--- src/rtl/cfw_pkg.sv ---
package cfw_pkg;
  localparam int DATA_W = 32;

  localparam logic [1:0] SZ_BYTE = 2'd0;
  localparam logic [1:0] SZ_HALF = 2'd1;
  localparam logic [1:0] SZ_WORD = 2'd2;

  // Reorders byte lanes between CPU and configuration order.
  function automatic logic [DATA_W-1:0] lane_swap(input logic [1:0] sz,
                                                  input logic [DATA_W-1:0] d);
    logic [DATA_W-1:0] r;
    case (sz)
      SZ_HALF: r = {16'h0000, d[7:0], d[15:8]};
      SZ_WORD: r = {d[7:0], d[15:8], d[23:16], d[31:24]};
      default: r = d;
    endcase
    return r;
  endfunction
endpackage

--- src/rtl/cfw_addr_map.sv ---
module cfw_addr_map #(
  parameter int OFS_W = 11,
  parameter int SEL_N = 11,
  parameter int DEV_W = 4,
  localparam int IN_W  = OFS_W + SEL_N,
  localparam int OUT_W = OFS_W + DEV_W
) (
  input  logic [IN_W-1:0]  win_addr,
  output logic [OUT_W-1:0] cfg_addr
);
  logic [DEV_W-1:0] dev;

  // Lowest set select bit wins; none set gives the scan count.
  always_comb begin
    dev = DEV_W'(SEL_N);
    for (int i = SEL_N - 1; i >= 0; i--) begin
      if (win_addr[OFS_W + i]) dev = DEV_W'(i);
    end
  end

  assign cfg_addr = {dev, win_addr[OFS_W-1:0]};
endmodule

--- src/rtl/cfw_lane_swap.sv ---
module cfw_lane_swap
  import cfw_pkg::*;
(
  input  logic [1:0]        size,
  input  logic [DATA_W-1:0] din,
  output logic [DATA_W-1:0] dout
);
  assign dout = lane_swap(size, din);
endmodule

--- src/rtl/cfw_ctrl.sv ---
module cfw_ctrl
  import cfw_pkg::*;
#(
  parameter int CFG_AW = 15
) (
  input  logic              clk,
  input  logic              rst_n,
  input  logic              req_valid,
  input  logic              req_hit,
  input  logic              req_write,
  input  logic [1:0]        req_size,
  input  logic [CFG_AW-1:0] req_cfg_addr,
  input  logic [DATA_W-1:0] req_wdata_sw,
  output logic              req_ready,
  output logic              cfg_valid,
  output logic              cfg_write,
  output logic [1:0]        cfg_size,
  output logic [CFG_AW-1:0] cfg_addr,
  output logic [DATA_W-1:0] cfg_wdata,
  input  logic              cfg_ack,
  input  logic [DATA_W-1:0] cfg_rdata_sw,
  output logic              rsp_valid,
  output logic [DATA_W-1:0] rsp_rdata
);
  typedef enum logic {ST_IDLE, ST_BUSY} st_e;
  st_e st;

  assign req_ready = (st == ST_IDLE);
  assign cfg_valid = (st == ST_BUSY);

  always_ff @(posedge clk or negedge rst_n) begin
    if (!rst_n) begin
      st        <= ST_IDLE;
      cfg_write <= 1'b0;
      cfg_size  <= SZ_BYTE;
      cfg_addr  <= '0;
      cfg_wdata <= '0;
      rsp_valid <= 1'b0;
      rsp_rdata <= '0;
    end else begin
      rsp_valid <= 1'b0;
      case (st)
        ST_IDLE: begin
          if (req_valid) begin
            if (req_hit) begin
              st        <= ST_BUSY;
              cfg_write <= req_write;
              cfg_size  <= req_size;
              cfg_addr  <= req_cfg_addr;
              cfg_wdata <= req_wdata_sw;
            end else begin
              rsp_valid <= 1'b1;
              rsp_rdata <= '0;
            end
          end
        end
        ST_BUSY: begin
          if (cfg_ack) begin
            st        <= ST_IDLE;
            rsp_valid <= 1'b1;
            rsp_rdata <= cfg_rdata_sw;
          end
        end
        default: st <= ST_IDLE;
      endcase
    end
  end
endmodule

--- src/rtl/cfg_window_xlate.sv ---
module cfg_window_xlate
  import cfw_pkg::*;
#(
  parameter int          ADDR_W   = 32,
  parameter logic [31:0] WIN_BASE = 32'h8080_0000,
  parameter int          WIN_LOG2 = 22,
  parameter int          OFS_W    = 11,
  parameter int          SEL_N    = 11,
  parameter int          DEV_W    = 4,
  localparam int         CFG_AW   = OFS_W + DEV_W
) (
  input  logic              clk,
  input  logic              rst_n,
  input  logic              cpu_req_valid,
  output logic              cpu_req_ready,
  input  logic              cpu_req_write,
  input  logic [1:0]        cpu_req_size,
  input  logic [ADDR_W-1:0] cpu_req_addr,
  input  logic [DATA_W-1:0] cpu_req_wdata,
  output logic              cpu_rsp_valid,
  output logic [DATA_W-1:0] cpu_rsp_rdata,
  output logic              cfg_req_valid,
  output logic              cfg_req_write,
  output logic [1:0]        cfg_req_size,
  output logic [CFG_AW-1:0] cfg_req_addr,
  output logic [DATA_W-1:0] cfg_req_wdata,
  input  logic              cfg_ack,
  input  logic [DATA_W-1:0] cfg_rdata
);
  localparam int TAG_W = ADDR_W - WIN_LOG2;
  localparam logic [TAG_W-1:0] WIN_TAG = WIN_BASE[ADDR_W-1:WIN_LOG2];

  // Named internal events, also observed by the bound checker.
  logic              acc_hit;
  logic              acc_fire;
  logic [CFG_AW-1:0] acc_cfg_addr;
  logic [DATA_W-1:0] wdata_sw;
  logic [DATA_W-1:0] rdata_sw;

  assign acc_hit  = (cpu_req_addr[ADDR_W-1:WIN_LOG2] == WIN_TAG);
  assign acc_fire = cpu_req_valid && cpu_req_ready;

  cfw_addr_map #(.OFS_W(OFS_W), .SEL_N(SEL_N), .DEV_W(DEV_W)) u_addr_map (
    .win_addr (cpu_req_addr[OFS_W+SEL_N-1:0]),
    .cfg_addr (acc_cfg_addr)
  );

  cfw_lane_swap u_wr_swap (
    .size (cpu_req_size),
    .din  (cpu_req_wdata),
    .dout (wdata_sw)
  );

  cfw_lane_swap u_rd_swap (
    .size (cfg_req_size),
    .din  (cfg_rdata),
    .dout (rdata_sw)
  );

  cfw_ctrl #(.CFG_AW(CFG_AW)) u_ctrl (
    .clk          (clk),
    .rst_n        (rst_n),
    .req_valid    (cpu_req_valid),
    .req_hit      (acc_hit),
    .req_write    (cpu_req_write),
    .req_size     (cpu_req_size),
    .req_cfg_addr (acc_cfg_addr),
    .req_wdata_sw (wdata_sw),
    .req_ready    (cpu_req_ready),
    .cfg_valid    (cfg_req_valid),
    .cfg_write    (cfg_req_write),
    .cfg_size     (cfg_req_size),
    .cfg_addr     (cfg_req_addr),
    .cfg_wdata    (cfg_req_wdata),
    .cfg_ack      (cfg_ack),
    .cfg_rdata_sw (rdata_sw),
    .rsp_valid    (cpu_rsp_valid),
    .rsp_rdata    (cpu_rsp_rdata)
  );
endmodule

--- config.mk ---
export PLATFORM = sky130hd
export DESIGN_NAME = cfg_window_xlate
export DESIGN_NICKNAME = d
export VERILOG_FILES = /design/src/rtl/cfw_pkg.sv /design/src/rtl/cfw_addr_map.sv /design/src/rtl/cfw_lane_swap.sv /design/src/rtl/cfw_ctrl.sv /design/src/rtl/cfg_window_xlate.sv
export SDC_FILE = /design/constraint.sdc
export NUM_CORES = 1
export LEC_CHECK = 0
export ABC_AREA = 1
export BUFFER_PORTS_ARGS = -buffer_cell sky130_fd_sc_hd__buf_2
export CAP_MARGIN = 10
export CORE_ASPECT_RATIO = 0.75
export CORE_MARGIN = 5
export CORE_UTILIZATION = 38
export DETAILED_ROUTE_END_ITERATION = 8
export PLACE_DENSITY = 0.66
export SYNTH_ARGS = -nofsm -noshare
export SYNTH_HDL_FRONTEND = slang
export SYNTH_HIERARCHICAL = 1
export SYNTH_SLANG_ARGS = --single-unit
--- constraint.sdc ---
create_clock -name clk -period 1.99 [get_ports clk]
set_input_delay 0.398 -clock clk [delete_from_list [all_inputs] [get_ports clk]]
set_output_delay 0.398 -clock clk [all_outputs]
set_load 0.02 [all_outputs]
# Word-level counts from Yosys, hierarchy flattened
# Cells that the tools add are included.
[totals]
regBits = 84
wordCells = 43
[op_classes]
bitwise_logic = 1
n_eq_ne = 8
muxes = 25
reduce_logical = 2
[ops]
columns = ["operator", "count"]
rows = [
  ["case mux 32 bit (2 select lines)", 3],
  ["2-to-1 mux 32 bit", 3],
  ["2-to-1 mux 4 bit", 8],
  ["equality test 10 bit, second input constant", 1],
  ["2-to-1 mux 1 bit", 7],
  ["inequality test 2 bit, second input constant", 3],
  ["AND reduction 3 bit", 2],
  ["equality test 2 x 1 -> 1 bit, second input constant", 2],
  ["equality test 2 bit, second input constant", 2],
  ["2-to-1 mux 2 bit", 2],
  ["case mux 1 bit (2 select lines)", 2],
  ["inverter 1 bit", 1],
]

# Logic depth before layout (Yosys ltp)
[logic_depth]
ltp_word = 11
mapped_depth = 12
ltp_nobuf = 12

# Hierarchy
# The synthesis kept the hierarchy.
[by_module_without_submodules]
columns = ["mod", "cells_per_inst", "area_per_inst_um2", "seq_area_each_um2", "instances"]
rows = [
  ["cfw_ctrl", 358, 3298.2, 2102.0, 1],
  ["cfw_lane_swap", 131, 790.8, 0.0, 2],
  ["cfw_addr_map", 39, 216.5, 0.0, 1],
  ["cfg_window_xlate", 9, 36.3, 0.0, 1],
]

# Worst setup path before layout
# Ideal clock, no wire load.
[synth_timing]
path_type = "reg2reg"
start = "reg u_ctrl.cfg_size[0]"
end = "reg u_ctrl.rsp_rdata[14]"
stages_incl_launch_ff = 11
path_slack_ns = 0.451
setup_ns = 0.118
path_buffers = 3
arrival_ns = 1.422
t_required_ns = 1.872
path_cell_list = "dfrtp_1 -> inv_1 -> ha_1 -> buf_6 -> inv_4 -> buf_12 -> buf_12 -> nand3_2 -> nand3_2 -> nand2_1 -> nand2_1"
[synth_between]
elab_chain_cells = 4
[synth_rtl]
columns = ["item", "line", "rtl"]
rows = [
  ["start: declaration", "cfw_ctrl.sv:17", "output logic [1:0] cfg_size,"],
  ["start signal: assignment", "cfw_ctrl.sv:48", "cfg_size <= req_size;"],
  ["equality test 2 bit or equality test 2 x 1 -> 1 bit (tied branches)", "cfw_pkg.sv:12", "case (sz)"],
  ["case mux 32 bit (2 select lines) *", "cfw_pkg.sv:12", ""],
  ["via rdata_sw[14]", "cfg_window_xlate.sv:38", "logic [DATA_W-1:0] rdata_sw;"],
  ["2-to-1 mux 32 bit *", "cfw_ctrl.sv:58", "if (cfg_ack) begin"],
  ["case mux 32 bit (2 select lines) *", "cfw_ctrl.sv:42", "case (st)"],
  ["end signal: assignment", "cfw_ctrl.sv:61", "rsp_rdata <= cfg_rdata_sw;"],
  ["end: declaration", "cfw_ctrl.sv:23", "output logic [DATA_W-1:0] rsp_rdata"],
]
# Mark *: on every way through the listed nets, which the timed path passes. The rest lies on a longest branch. The select of a mux whose other input is x is not followed.
# A chain may end at the register's enable or synchronous reset.

# Worst setup path after layout
[layout_timing]
start = "reg u_ctrl.cfg_size[0]"
end = "reg u_ctrl.rsp_rdata[10]"
# The elaborated chain is that of the path after synthesis.

==> key figures <==
Cells and area
  – Number of nets in the finished design: 932
  – Layout overhead on the synthesized area: 23.9%
  – Fill cell count: 1334
  – Area of all placed cells without fillers: 6360 µm²
  – Share of cells above drive strength 1: 33.5%
  – Diode count: 0

Global routing
  – Global Route Usage Sum: 17.9%
  – Antenna violations before repair: 0
  – Largest net degree at the start of global routing: 65
  – First-pass GRT wire length: 23300 µm
  – Overflow left after global routing: 0
  – Via count of the first global-routing pass: 4514

STA
  – Final setup violation count: 0
  – Endpoints failing hold: 3
  – Final clock period utilization by the worst path: 84.9%
  – RSZ-0062 raised after global routing: false
  – Final count of pins violating max slew: 0
  – Clock skew after layout: 10.1 ps
  – Max-slew headroom: 65.8%
  – Achievable clock frequency: 0.592 GHz
  – Transition time at the pin with the least slew margin: 513 ps
  – Sum Neg Setup Slack: 0 ps
  – Final critical delay including setup and external delays: 1690 ps
  – Final-layout worst hold slack: -7.38 ps

Yosys
  – Most area-consuming cells after synthesis: sky130_fd_sc_hd__dfrtp_1 (41%), sky130_fd_sc_hd__nand2_1 (16%), sky130_fd_sc_hd__nand3_1 (11%)
  – Syn Inst Count: 668
  – Async S/R FF share, synth: 100%
  – Yosys top cell by area: sky130_fd_sc_hd__dfrtp_1
  – List of most frequent post-synthesis cells: sky130_fd_sc_hd__nand2_1 (221), sky130_fd_sc_hd__nand3_1 (116), sky130_fd_sc_hd__dfrtp_1 (84)
  – Most common cell in the synthesized netlist: sky130_fd_sc_hd__nand2_1
  – Proportion of netlist area held by the largest area contributor: 41.0%
  – Mean area per synthesized cell: 7.68 µm²
  – Post-Synthesis Cell Area: 5130 µm²
  – Seq/Total Area, Yosys: 41.0%
  – Number of synthesized flops with an enable pin: 0
  – Dominant register cell in the synthesized netlist: sky130_fd_sc_hd__dfrtp_1
  – Synth Net Count: 775
  – Flop and latch count out of synthesis: 84
  – Post-synthesis cell type count: 20
  – Total number of yosys warnings: 6

Drt
  – Detailed Route WL: 14400 µm
  – DRC errors left: 0
  – First drt pass iteration count: 8
  – Final routed wire length divided by cell count: 14.3 µm
  – Initial DRC Count: 281
  – DR vias/cell: 4.80
  – Final ANT Viol Nets: 0
  – Vias after detailed routing: 4805

Critical path
  – Critical-path cell list: inv_1, ha_1, inv_4, nand3_1, nand3_2, nand2_1, nand2_1
  – Most used cell, CP: sky130_fd_sc_hd__nand2_1
  – Worst Path Buf+Inv: 2
  – Sort of element at the end of the critical path: flop
  – Worst path slowest cell: sky130_fd_sc_hd__inv_4
  – Crit Path Max Fanout: 48
  – Slowest Stage Delay on Critical Path: 400 ps
  – Kind of cell adding the most delay to the critical path: buffers and inverters
  – Kind of start point of the critical path: flop
  – Kind of critical path: reg2reg
  – Worst EP arrival: 1960 ps
  – CP required: 2260 ps

Die
  – Width of the die: 144 µm
  – Starting utilization of the core area: 39.2%
  – Die Y-Extent: 111 µm
  – CORE AREA: 13100 µm²
  – Num ports: 188
  – DIE AREA: 16000 µm²
  – Std-Cell Rows: 36

Min path
  – Type of the tightest min-delay check: in2async

Clock tree
  – Clk slew on worst S/H paths: 60 ps
  – TritonCTS sink count: 84
  – TritonCTS clock tree: done
  – Setup repair bufs after CTS: 0
  – Max clock buf depth: 2
  – Clk Latency, worst-skew pair: 340 ps
  – Number of gates resized after CTS: 0
  – Clock tree root driver cell: sky130_fd_sc_hd__clkbuf_16
  – Max H-tree Level: 3
  – Number of hold buffers added after CTS: 0
  – Total CTS buffers: 9

Status
  – Violations in the final reports: negative hold slack
  – Outcome: finished with violations

Placement
  – IO buf count: 187
  – Post-place instance area: 6030 µm²
  – Half-perimeter wire length after placement: 11000 µm
  – Weighted congestion at the end of routability-driven global placement: 0.871

Pwr
  – Final Total Pwr: 4.13 mW
  – Worst IR drop on VDD: 0.378 mV
  – Leakage component of the power: 3.63 nW
  – Power per Cell Area: 649 nW/µm²

Run
  – Count of max-cap constraint violations: 0
==> registers in the layout, summed over array words and instances (netlist names) <==
| name | count |
|---|---|
| u_ctrl/cfg_wdata | 32 |
| u_ctrl/rsp_rdata | 32 |
| u_ctrl/cfg_addr | 15 |
| u_ctrl/cfg_size | 2 |
| u_ctrl/cfg_valid | 1 |
| u_ctrl/cfg_write | 1 |
| u_ctrl/rsp_valid | 1 |
==> per-layer routing <==
layer	routed length, µm	vias to the layer above	track usage, %
met3	1150	17	3.93
met4	227	0	4.79
met1	6740	2196	25.9
li1	-	2437	-
met2	6240	155	26.8
met5	0	-	0
==> worst register-to-register path, stage by stage (launching register included) <==
cell	delay (ps)
sky130_fd_sc_hd__dfrtp_1	390
sky130_fd_sc_hd__inv_1	60
sky130_fd_sc_hd__ha_1	330
sky130_fd_sc_hd__inv_4	400
sky130_fd_sc_hd__nand3_1	170
sky130_fd_sc_hd__nand3_2	120
sky130_fd_sc_hd__nand2_1	60
sky130_fd_sc_hd__nand2_1	90
==> cell type report <==
cell class	count	area, µm²	area share (%)
Timing Repair Buffer	205	1150	18.1
Inverter	70	282	4.43
Clock buffer	9	225	3.54
Tap cell	171	214	3.36
Multi-Input combinational cell	455	2280	35.9
Sequential cell	84	2100	33.1
Clock inverter	7	104	1.63
==> power by group <==
| part | switching [mW] | internal (mW) | leakage (nW) |
|---|---|---|---|
| clock | 0.726 | 1.12 | 0.161 |
| sequential | 0.00738 | 1.72 | 1.17 |
| combinational | 0.343 | 0.213 | 2.30 |
| total | 1.08 | 3.05 | 3.63 |
==> worst paths after layout <==
check / from / slack [ps] / cells past startpoint / endpoint
max: u_ctrl/cfg_size[0] / 300 / 7 / u_ctrl/rsp_rdata[10]
min: rst_n / -7 / 1 / u_ctrl/cfg_addr[14]
max reg2reg: u_ctrl/cfg_size[0] / 300 / 7 / u_ctrl/rsp_rdata[10]
min reg2reg: u_ctrl/cfg_wdata[16] / 480 / 2 / u_ctrl/cfg_wdata[16]
max in group asynchronous: rst_n / 1390 / 2 / u_ctrl/cfg_wdata[19]
min in group clk: cfg_ack / 260 / 2 / u_ctrl/cfg_valid
==> kinds of logic after synthesis <==
family                     after synthesis  synth area share, %
and+or+nand+nor                        396                 37.9
buffers and inverters                  129                 14.7
adders and majority gates                4                0.975
AOI/OAI and AO/OA                       55                 5.51
DFF                                     84                 41.0
==> placed cells by master, fill, tap and decap left out, types with 2 or more instances in the layout <==
| cell type | instances |
|---|---|
| sky130_fd_sc_hd__nand2_1 | 221 |
| sky130_fd_sc_hd__buf_2 | 186 |
| sky130_fd_sc_hd__nand3_1 | 116 |
| sky130_fd_sc_hd__dfrtp_1 | 84 |
| sky130_fd_sc_hd__inv_1 | 64 |
| sky130_fd_sc_hd__nand3_2 | 49 |
| sky130_fd_sc_hd__o21ai_1 | 40 |
| sky130_fd_sc_hd__buf_4 | 13 |
| sky130_fd_sc_hd__o21ai_0 | 12 |
| sky130_fd_sc_hd__nor2_1 | 9 |
| sky130_fd_sc_hd__clkbuf_16 | 9 |
| sky130_fd_sc_hd__buf_12 | 6 |
| sky130_fd_sc_hd__ha_1 | 4 |
| sky130_fd_sc_hd__inv_6 | 3 |
| sky130_fd_sc_hd__inv_2 | 3 |
| sky130_fd_sc_hd__clkinv_4 | 2 |
| sky130_fd_sc_hd__bufinv_16 | 2 |
| sky130_fd_sc_hd__inv_4 | 2 |
==> through the flow <==
stage          setup WS (ps)  utilization [%]  cells
6_report                 301             48.5   1001
5_1_grt                  154             48.5   1001
4_1_cts                  304             48.5   1001
3_5_place_dp             286             46.0    985
3_3_place_gp             341             46.0    985
2_1_floorplan            451                -    668
Power figures use the tool's default switching activity.
